==> config.mk <==
export PLATFORM = sky130hd
export DESIGN_NAME = updown_ctr_periph
export DESIGN_NICKNAME = d
export VERILOG_FILES = /design/src/rtl/ctr_periph_pkg.sv /design/src/rtl/ctr_bus_decode.sv /design/src/rtl/ctr_mode_reg.sv /design/src/rtl/ctr_count_core.sv /design/src/rtl/ctr_rdata_mux.sv /design/src/rtl/updown_ctr_periph.sv
export SDC_FILE = /design/constraint.sdc
export NUM_CORES = 1
export LEC_CHECK = 0
export ABC_CLOCK_PERIOD_IN_PS = 4400
export BUFFER_PORTS_ARGS = -buffer_cell sky130_fd_sc_hd__buf_2
export CAP_MARGIN = 10
export CORE_UTILIZATION = 55
export DETAILED_ROUTE_END_ITERATION = 6
export GPL_TIMING_DRIVEN = 0
export PLACE_DENSITY = 0.88
export SLEW_MARGIN = 10
export SYNTH_ARGS = -nofsm -noshare
export SYNTH_HDL_FRONTEND = slang
export SYNTH_SLANG_ARGS = --single-unit
==> constraint.sdc <==
create_clock -name clk -period 4.4 [get_ports clk]
set_input_delay 0 -clock clk [delete_from_list [all_inputs] [get_ports clk]]
set_output_delay 0 -clock clk [all_outputs]
set_load 0.005 [all_outputs]
==> src/rtl/ctr_periph_pkg.sv <==
package ctr_periph_pkg;

  localparam int MODE_W = 2;

  typedef enum logic [MODE_W-1:0] {
    MODE_IDLE = 2'b00,
    MODE_UP   = 2'b01,
    MODE_DOWN = 2'b10,
    MODE_HOLD = 2'b11
  } ctr_mode_e;

  typedef enum logic [1:0] {
    SEL_NONE  = 2'd0,
    SEL_COUNT = 2'd1,
    SEL_MODE  = 2'd2
  } reg_sel_e;

endpackage

==> src/rtl/ctr_bus_decode.sv <==
module ctr_bus_decode
  import ctr_periph_pkg::*;
#(
  parameter int                ADDR_W     = 32,
  parameter int                STRB_W     = 4,
  parameter logic [ADDR_W-1:0] COUNT_ADDR = 32'h4000_0000,
  parameter logic [ADDR_W-1:0] MODE_ADDR  = 32'h4000_0004
) (
  input  logic              clk,
  input  logic              rst_n,
  input  logic              valid,
  input  logic [ADDR_W-1:0] addr,
  input  logic [STRB_W-1:0] wstrb,
  output reg_sel_e          sel,
  output logic              accept,
  output logic              is_write,
  output logic              ready
);

  logic ready_q;

  always_comb begin
    sel = SEL_NONE;
    if (addr == COUNT_ADDR)     sel = SEL_COUNT;
    else if (addr == MODE_ADDR) sel = SEL_MODE;
  end

  // a request is taken once; the following cycle carries the acknowledge
  assign accept   = valid && (sel != SEL_NONE) && !ready_q;
  assign is_write = |wstrb;

  always_ff @(posedge clk) begin
    if (!rst_n) ready_q <= 1'b0;
    else        ready_q <= accept;
  end

  assign ready = ready_q;

endmodule

==> src/rtl/ctr_mode_reg.sv <==
module ctr_mode_reg
  import ctr_periph_pkg::*;
(
  input  logic              clk,
  input  logic              rst_n,
  input  logic              wr_en,
  input  logic [MODE_W-1:0] wdata_lo,
  output ctr_mode_e         mode
);

  ctr_mode_e mode_q;

  always_ff @(posedge clk) begin
    if (!rst_n)     mode_q <= MODE_IDLE;
    else if (wr_en) mode_q <= ctr_mode_e'(wdata_lo);
  end

  assign mode = mode_q;

endmodule

==> src/rtl/ctr_count_core.sv <==
module ctr_count_core
  import ctr_periph_pkg::*;
#(
  parameter int CNT_W = 32
) (
  input  logic             clk,
  input  logic             rst_n,
  input  ctr_mode_e        mode,
  output logic [CNT_W-1:0] count
);

  logic [CNT_W-1:0] cnt_q;
  logic [CNT_W-1:0] cnt_d;

  // modular arithmetic gives both wrap directions without extra compare
  always_comb begin
    unique case (mode)
      MODE_UP:   cnt_d = cnt_q + CNT_W'(1);
      MODE_DOWN: cnt_d = cnt_q - CNT_W'(1);
      default:   cnt_d = cnt_q;
    endcase
  end

  always_ff @(posedge clk) begin
    if (!rst_n) cnt_q <= '0;
    else        cnt_q <= cnt_d;
  end

  assign count = cnt_q;

endmodule

==> src/rtl/ctr_rdata_mux.sv <==
module ctr_rdata_mux
  import ctr_periph_pkg::*;
#(
  parameter int DATA_W = 32,
  parameter int CNT_W  = 32
) (
  input  logic              clk,
  input  logic              rst_n,
  input  logic              accept,
  input  logic              is_write,
  input  reg_sel_e          sel,
  input  logic [CNT_W-1:0]  count,
  output logic [DATA_W-1:0] rdata
);

  logic [DATA_W-1:0] cnt_ext;
  logic [DATA_W-1:0] rdata_q;

  generate
    if (CNT_W < DATA_W) begin : g_pad
      assign cnt_ext = {{(DATA_W-CNT_W){1'b0}}, count};
    end else begin : g_fit
      assign cnt_ext = count[DATA_W-1:0];
    end
  endgenerate

  // returns zero outside the acknowledge cycle and for the mode word
  always_ff @(posedge clk) begin
    if (!rst_n)                                         rdata_q <= '0;
    else if (accept && !is_write && sel == SEL_COUNT)   rdata_q <= cnt_ext;
    else                                                rdata_q <= '0;
  end

  assign rdata = rdata_q;

endmodule

==> src/rtl/updown_ctr_periph.sv <==
module updown_ctr_periph
  import ctr_periph_pkg::*;
#(
  parameter int                ADDR_W     = 32,
  parameter int                DATA_W     = 32,
  parameter int                CNT_W      = 32,
  parameter logic [ADDR_W-1:0] COUNT_ADDR = 32'h4000_0000,
  parameter logic [ADDR_W-1:0] MODE_ADDR  = 32'h4000_0004
) (
  input  logic              clk,
  input  logic              rst_n,
  input  logic              bus_valid,
  input  logic [ADDR_W-1:0] bus_addr,
  input  logic [DATA_W-1:0] bus_wdata,
  input  logic [DATA_W/8-1:0] bus_wstrb,
  output logic              bus_ready,
  output logic [DATA_W-1:0] bus_rdata
);

  localparam int STRB_W = DATA_W / 8;

  reg_sel_e         sel;
  logic             accept;
  logic             is_write;
  logic             mode_wr;
  ctr_mode_e        mode;
  logic [CNT_W-1:0] count;
  logic             unused_wdata_hi;

  assign unused_wdata_hi = ^bus_wdata[DATA_W-1:MODE_W];

  ctr_bus_decode #(
    .ADDR_W(ADDR_W), .STRB_W(STRB_W),
    .COUNT_ADDR(COUNT_ADDR), .MODE_ADDR(MODE_ADDR)
  ) u_dec (
    .clk(clk), .rst_n(rst_n), .valid(bus_valid), .addr(bus_addr),
    .wstrb(bus_wstrb), .sel(sel), .accept(accept),
    .is_write(is_write), .ready(bus_ready)
  );

  assign mode_wr = accept && is_write && (sel == SEL_MODE) && bus_wstrb[0];

  ctr_mode_reg u_mode (
    .clk(clk), .rst_n(rst_n), .wr_en(mode_wr),
    .wdata_lo(bus_wdata[MODE_W-1:0]), .mode(mode)
  );

  ctr_count_core #(.CNT_W(CNT_W)) u_core (
    .clk(clk), .rst_n(rst_n), .mode(mode), .count(count)
  );

  ctr_rdata_mux #(.DATA_W(DATA_W), .CNT_W(CNT_W)) u_rmux (
    .clk(clk), .rst_n(rst_n), .accept(accept), .is_write(is_write),
    .sel(sel), .count(count), .rdata(bus_rdata)
  );

endmodule

---- After elaboration in Yosys (flattened, before gate mapping) ----
Index checks and enable logic that the tools add are counted.
cells by class
  add/sub/neg operators ................... 2
  $mul .................................... 0
  div/mod/pow operators ................... 0
  order comparisons ....................... 0
  equal/unequal tests ..................... 6
  shifts and indexed selects .............. 0
  multiplexer cells ....................... 3
  bitwise operators ....................... 0
  reductions and logical operators ........ 13
operator list
  cell                   number
  $eq 32x31->1 const B   2
  $pmux 32 s2            1
  $add 32x1->32 const B  1
  $sub 32x1->32 const B  1
  $logic_and 1x1->1      7
  $eq 2x1->1 const B     2
  $eq 2x2->1 const B     2
  $mux 2                 2
  $reduce_bool 2->1      2
  $reduce_or 4->1        1
  $logic_not 1->1        2
  $reduce_and 2->1       1
word-level totals
  register bits after elaboration ......... 67
  bits in latches ......................... 0
  RAM bits ................................ 0
  memory bits (read-only) ................. 0
  output and inout bits ................... 33
  word-level logic and storage cells ...... 28
  memories ................................ 0

---- Longest topological paths before layout ----
  word-level depth ........................ 9
  gate-level depth with buffers ........... 17
  gate-level depth less buffers ........... 11

---- By module ----
A second synthesis with hierarchy kept.
unflattened totals
  cells, all modules ...................... 631
  area total of the unflattened synthesis .. 5,006.1 µm²
by module, submodules not included
  module             times used  cells an instance  area an instance (µm²)  seq. area each (µm²)
  ctr_count_core     1           498                3,558.4                 640.6
  ctr_rdata_mux      1           107                1,199.9                 640.6
  ctr_bus_decode     1           18                 157.7                   20.0
  ctr_mode_reg       1           6                  72.6                    40.0
  updown_ctr_periph  1           2                  17.5                    0.0

---- Least setup slack after synthesis ----
Ideal clock, no wire load.
  path type ............................... register to register
  from .................................... reg u_mode.mode_q[0] (netlist: u_mode.mode[0])
  to ...................................... reg u_core.cnt_q[14] (netlist: u_core.count[14])
  setup time .............................. 70 ps
  data arrival time ....................... 3,380 ps
  required time ........................... 4,330 ps
  path slack .............................. 950 ps
  cell stages (with the launch flop) ...... 18
  path buffers ............................ 6
  cells stage by stage .................... dfxtp_1 inv_1 ha_1 buf_6 buf_4 buf_2 buf_2 buf_2 buf_2 xor2_1 ha_1 a21boi_0 o22ai_1 o311ai_1 nand2_1 xnor2_1 or3_1 a21oi_1
on the way
  word-level cells in the longest chain between the ends .. 2
ends and longest elaborated chain
  element                                           RTL line              text
  start: declaration                                ctr_mode_reg.sv:11    ctr_mode_e mode_q;
  start signal: assignment                          ctr_mode_reg.sv:15    else if (wr_en) mode_q <= ctr_mode_e'(wdata_lo);
  $eq 2x2->1 or $eq 2x1->1 (tied branches)          ctr_count_core.sv:17  unique case (mode)
  $pmux 32 s2 or $reduce_bool 2->1 (tied branches)  --
  end signal: assignment                            ctr_count_core.sv:26  else cnt_q <= cnt_d;
  end: declaration                                  ctr_count_core.sv:12  logic [CNT_W-1:0] cnt_q;
Parallel ways exist; a longest one is shown, timed or not.
A chain may end at the register's enable or synchronous reset.

---- Worst setup path in the final report ----
  from .................................... reg u_mode.mode_q[0] (netlist: u_mode.mode[0])
  to ...................................... reg u_core.cnt_q[28] (netlist: u_core.count[28])
Same word-level chain as after synthesis.

==> flow_summary.json <==
{
  "fp.coreArea_um2": 8180,
  "power_frac_comb": 0.032,
  "crit_fanout": 10,
  "syn-cell-area_um2": 4630,
  "final_max_slew_viol_count": 0,
  "fin_nets": 752,
  "drc": 0,
  "hold_path.class": "in -> reg",
  "cp_data_arrival_time_ns": 4.52,
  "netlist.area_leader.share": 0.289,
  "clk_pin_slew_worst_paths_ns": 0.07,
  "finClkSkew_ns": 0.0119,
  "syn_nets": 665,
  "ys_warn_count": 0,
  "path_class": "reg -> reg",
  "track_usage": 0.346,
  "p_per_area_nw_per_um2": 212,
  "place_congestion": 0.937,
  "reg2reg_depth": 17,
  "syn-mean-instance-area_um2": 7.84,
  "status": "completed",
  "timing.fmax_mhz": 236,
  "cts_buffer_depth": 2,
  "rows": 33,
  "fin_ws_ns": 0.159,
  "synth.distinct_cells": 78,
  "fin_crit_sh": 0.964,
  "htreeDepth": 3,
  "drive_gt1_frac": 0.180,
  "vias_per_cell": 6.49,
  "tightestPinTransition_ns": 0.710,
  "antenna_cells": 0,
  "die_x_um": 93.8,
  "holdWs_ns": 0.0151,
  "dp_worst_setup_slack_ns": -0.0585,
  "reg2reg_slack_ns": 0.16,
  "pwr-share-clk": 0.435,
  "antenna_found_initial": 0,
  "grt_pass1_wl_um": 23300,
  "ys_ff_latch": 67,
  "maxCapViolCount": 0,
  "crit_top_cell": "clkbuf_4",
  "synth.largest_area_cell": "dfxtp_1",
  "start_util": 0.567,
  "yosysSeqAreaShare": 0.289,
  "first_global_vias": 4621,
  "slowest_delay_ns": 0.35,
  "drtAntennaViolNets": 0,
  "synth_most_common_cell": "dfxtp_1",
  "p_seq_frac": 0.533,
  "swShare": 0.225,
  "wirelength_um": 14900,
  "endpoint_kind": "register",
  "num_io_pins": 104,
  "fin_crit_ns": 4.24,
  "numCtsBuffers": 9,
  "root_buffer": "clkbuf_8",
  "syn2layout_area_growth_pct": 15.8,
  "hold_path_depth": 5,
  "worstReg2RegEnd": "u_core.count[28]",
  "setup_violations": 0,
  "clock_latency_ns": 0.36,
  "yosys-top-cells-area": "dfxtp_1, o21ai_0, and2_1",
  "startpoint_type": "register",
  "syn-instance-count": 591,
  "worstReg2RegStart": "u_mode.mode[0]",
  "leakagePower_nw": 2.03,
  "cts_sinks": 67,
  "first_pass_iters": 6,
  "ys_top_cells_by_count": "dfxtp_1, o21ai_0, clkbuf_1",
  "p_int_uw": 881,
  "async_flop_share": 0,
  "post_drt_wl_per_cell_um": 18.9,
  "p_sw_uw": 256,
  "peakVddDrop_v": 0.000142,
  "min_to": "u_dec.ready",
  "critical_path.cell_chain": "inv_1 > ha_1 > buf_6 > buf_4 > clkbuf_4 > clkbuf_4 > buf_4 > clkbuf_4 > xor2_1 > ha_1 > a21boi_0 > o22ai_2 > o31ai_4 > a31oi_1 > and3_1 > nor3_1 > mux2i_1",
  "drt-initial-drc-count": 534,
  "yosys_most_used_dff": "dfxtp_1",
  "required_ns": 4.67,
  "grt_max_degree": 11,
  "overflow": 0,
  "dieHeight_um": 93.8,
  "hold_viol": 0,
  "synth_edf_count": 0,
  "worstHoldStart": "bus_addr[20]",
  "die_area_um2": 8800,
  "cp_num_buf_inv": 7,
  "via_count": 5104,
  "cp_top_family": "buffers and inverters",
  "place_hpwl_um": 10400,
  "io_buffers": 73,
  "crit_slowest_cell": "o31ai_4",
  "tritoncts": "built",
  "relSlewSlack": 0.527
}
==> what timing repair did <==
| action | in CTS | in global routing |
|---|---|---|
| setup buffers | 0 | 1 |
| endpoints found under the setup margin | 5 | 9 |
| hold endpoints to repair | 2 | 0 |
| hold buffers | 2 | 0 |
| pin swaps | 0 | 1 |
| gates resized for setup | 3 | 5 |
==> per-stage QoR <==
step                cell area, um^2  setup TNS [ns]  power [mW]   util  std cells
finish                         5370               0        1.14  0.656        787
global route                   5370         -0.0766        1.17  0.656        787
detailed placement             5130         -0.0585       0.654  0.628        769
floorplan                      4630               0       0.631      -        591
CTS                            5350               0        1.14  0.654        786
global placement               5130         -0.0349       0.653  0.628        769
==> per-layer routing <==
layer | GRT usage | vias up | share of wire
li1 | - | 2353 | -
met1 | 0.454 | 2376 | 0.41
met2 | 0.543 | 318 | 0.45
met3 | 0.0574 | 57 | 0.10
met4 | 0.179 | 0 | 0.035
met5 | 0 | - | 0
==> cell usage in the layout (no fill, tap or decap), drive strengths merged, types with 15 or more instances in the layout <==
cell	count
a21oi	29
and2	34
buf	87
clkbuf	57
dfxtp	67
mux2i	18
nand2	37
nor2	38
nor3	17
nor4	15
o21ai	56
o31a	21
or3	18
xnor2	15
==> worst register-to-register path, delay by kind of cell (launching register included) <==
family                     cells  cell delay [ns]
xor gates and xnor gates       1             0.19
DFF                            1             0.31
and+or+nand+nor                2             0.47
muxes                          1             0.24
buffers and inverters          7             1.53
AOI/OAI and AO/OA              4             1.06
adders and majority gates      2             0.37
==> cell type report <==
| type | instances | area, um^2 |
|---|---|---|
| Multi-Input combinational cell | 460 | 3030 |
| Inverter | 6 | 22.5 |
| Tap cell | 105 | 131 |
| Clock inverter | 3 | 40.0 |
| Sequential cell | 67 | 1340 |
| Fill cell | 715 | 2810 |
| Buffer | 58 | 272 |
| Timing Repair Buffer | 76 | 393 |
| Clock buffer | 12 | 135 |
==> flip-flops by register name, indices dropped and copies added, names as in the netlist <==
name / flops
u_dec.ready: 1
u_mode.mode: 2
u_rmux.rdata: 32
u_core.count: 32
==> logic make-up after synthesis <==
logic type | share of synthesized area
buffers and inverters | 0.0613
adders and majority gates | 0.00810
and+or+nand+nor | 0.292
muxes | 0.0389
AOI/OAI and AO/OA | 0.276
DFF | 0.289
xor gates and xnor gates | 0.0340
==> how the worst max path moves through the flow <==
stage / start / to / slack (ns) / depth (start not counted)
after floorplan: u_mode.mode[0] / u_core.count[14] / 0.95 / 17
after global placement: u_mode.mode[0] / u_core.count[28] / -0.03 / 17
after detailed placement: u_mode.mode[0] / u_core.count[28] / -0.06 / 17
after CTS: u_mode.mode[0] / u_core.count[28] / 0.11 / 17
after global routing: u_mode.mode[0] / u_core.count[30] / -0.04 / 17
final: u_mode.mode[0] / u_core.count[28] / 0.16 / 17
==> power groups by stage <==
stage	clock network (mW)	logic, mW	registers (mW)
4_1_cts	0.494	0.0358	0.606
3_5_place_dp	0	0.0343	0.620
3_3_place_gp	0	0.0328	0.620
2_1_floorplan	0	0.0107	0.620
6_report	0.494	0.0364	0.606
5_1_grt	0.524	0.0397	0.606
No activity file was read; power rests on OpenSTA's default activity.
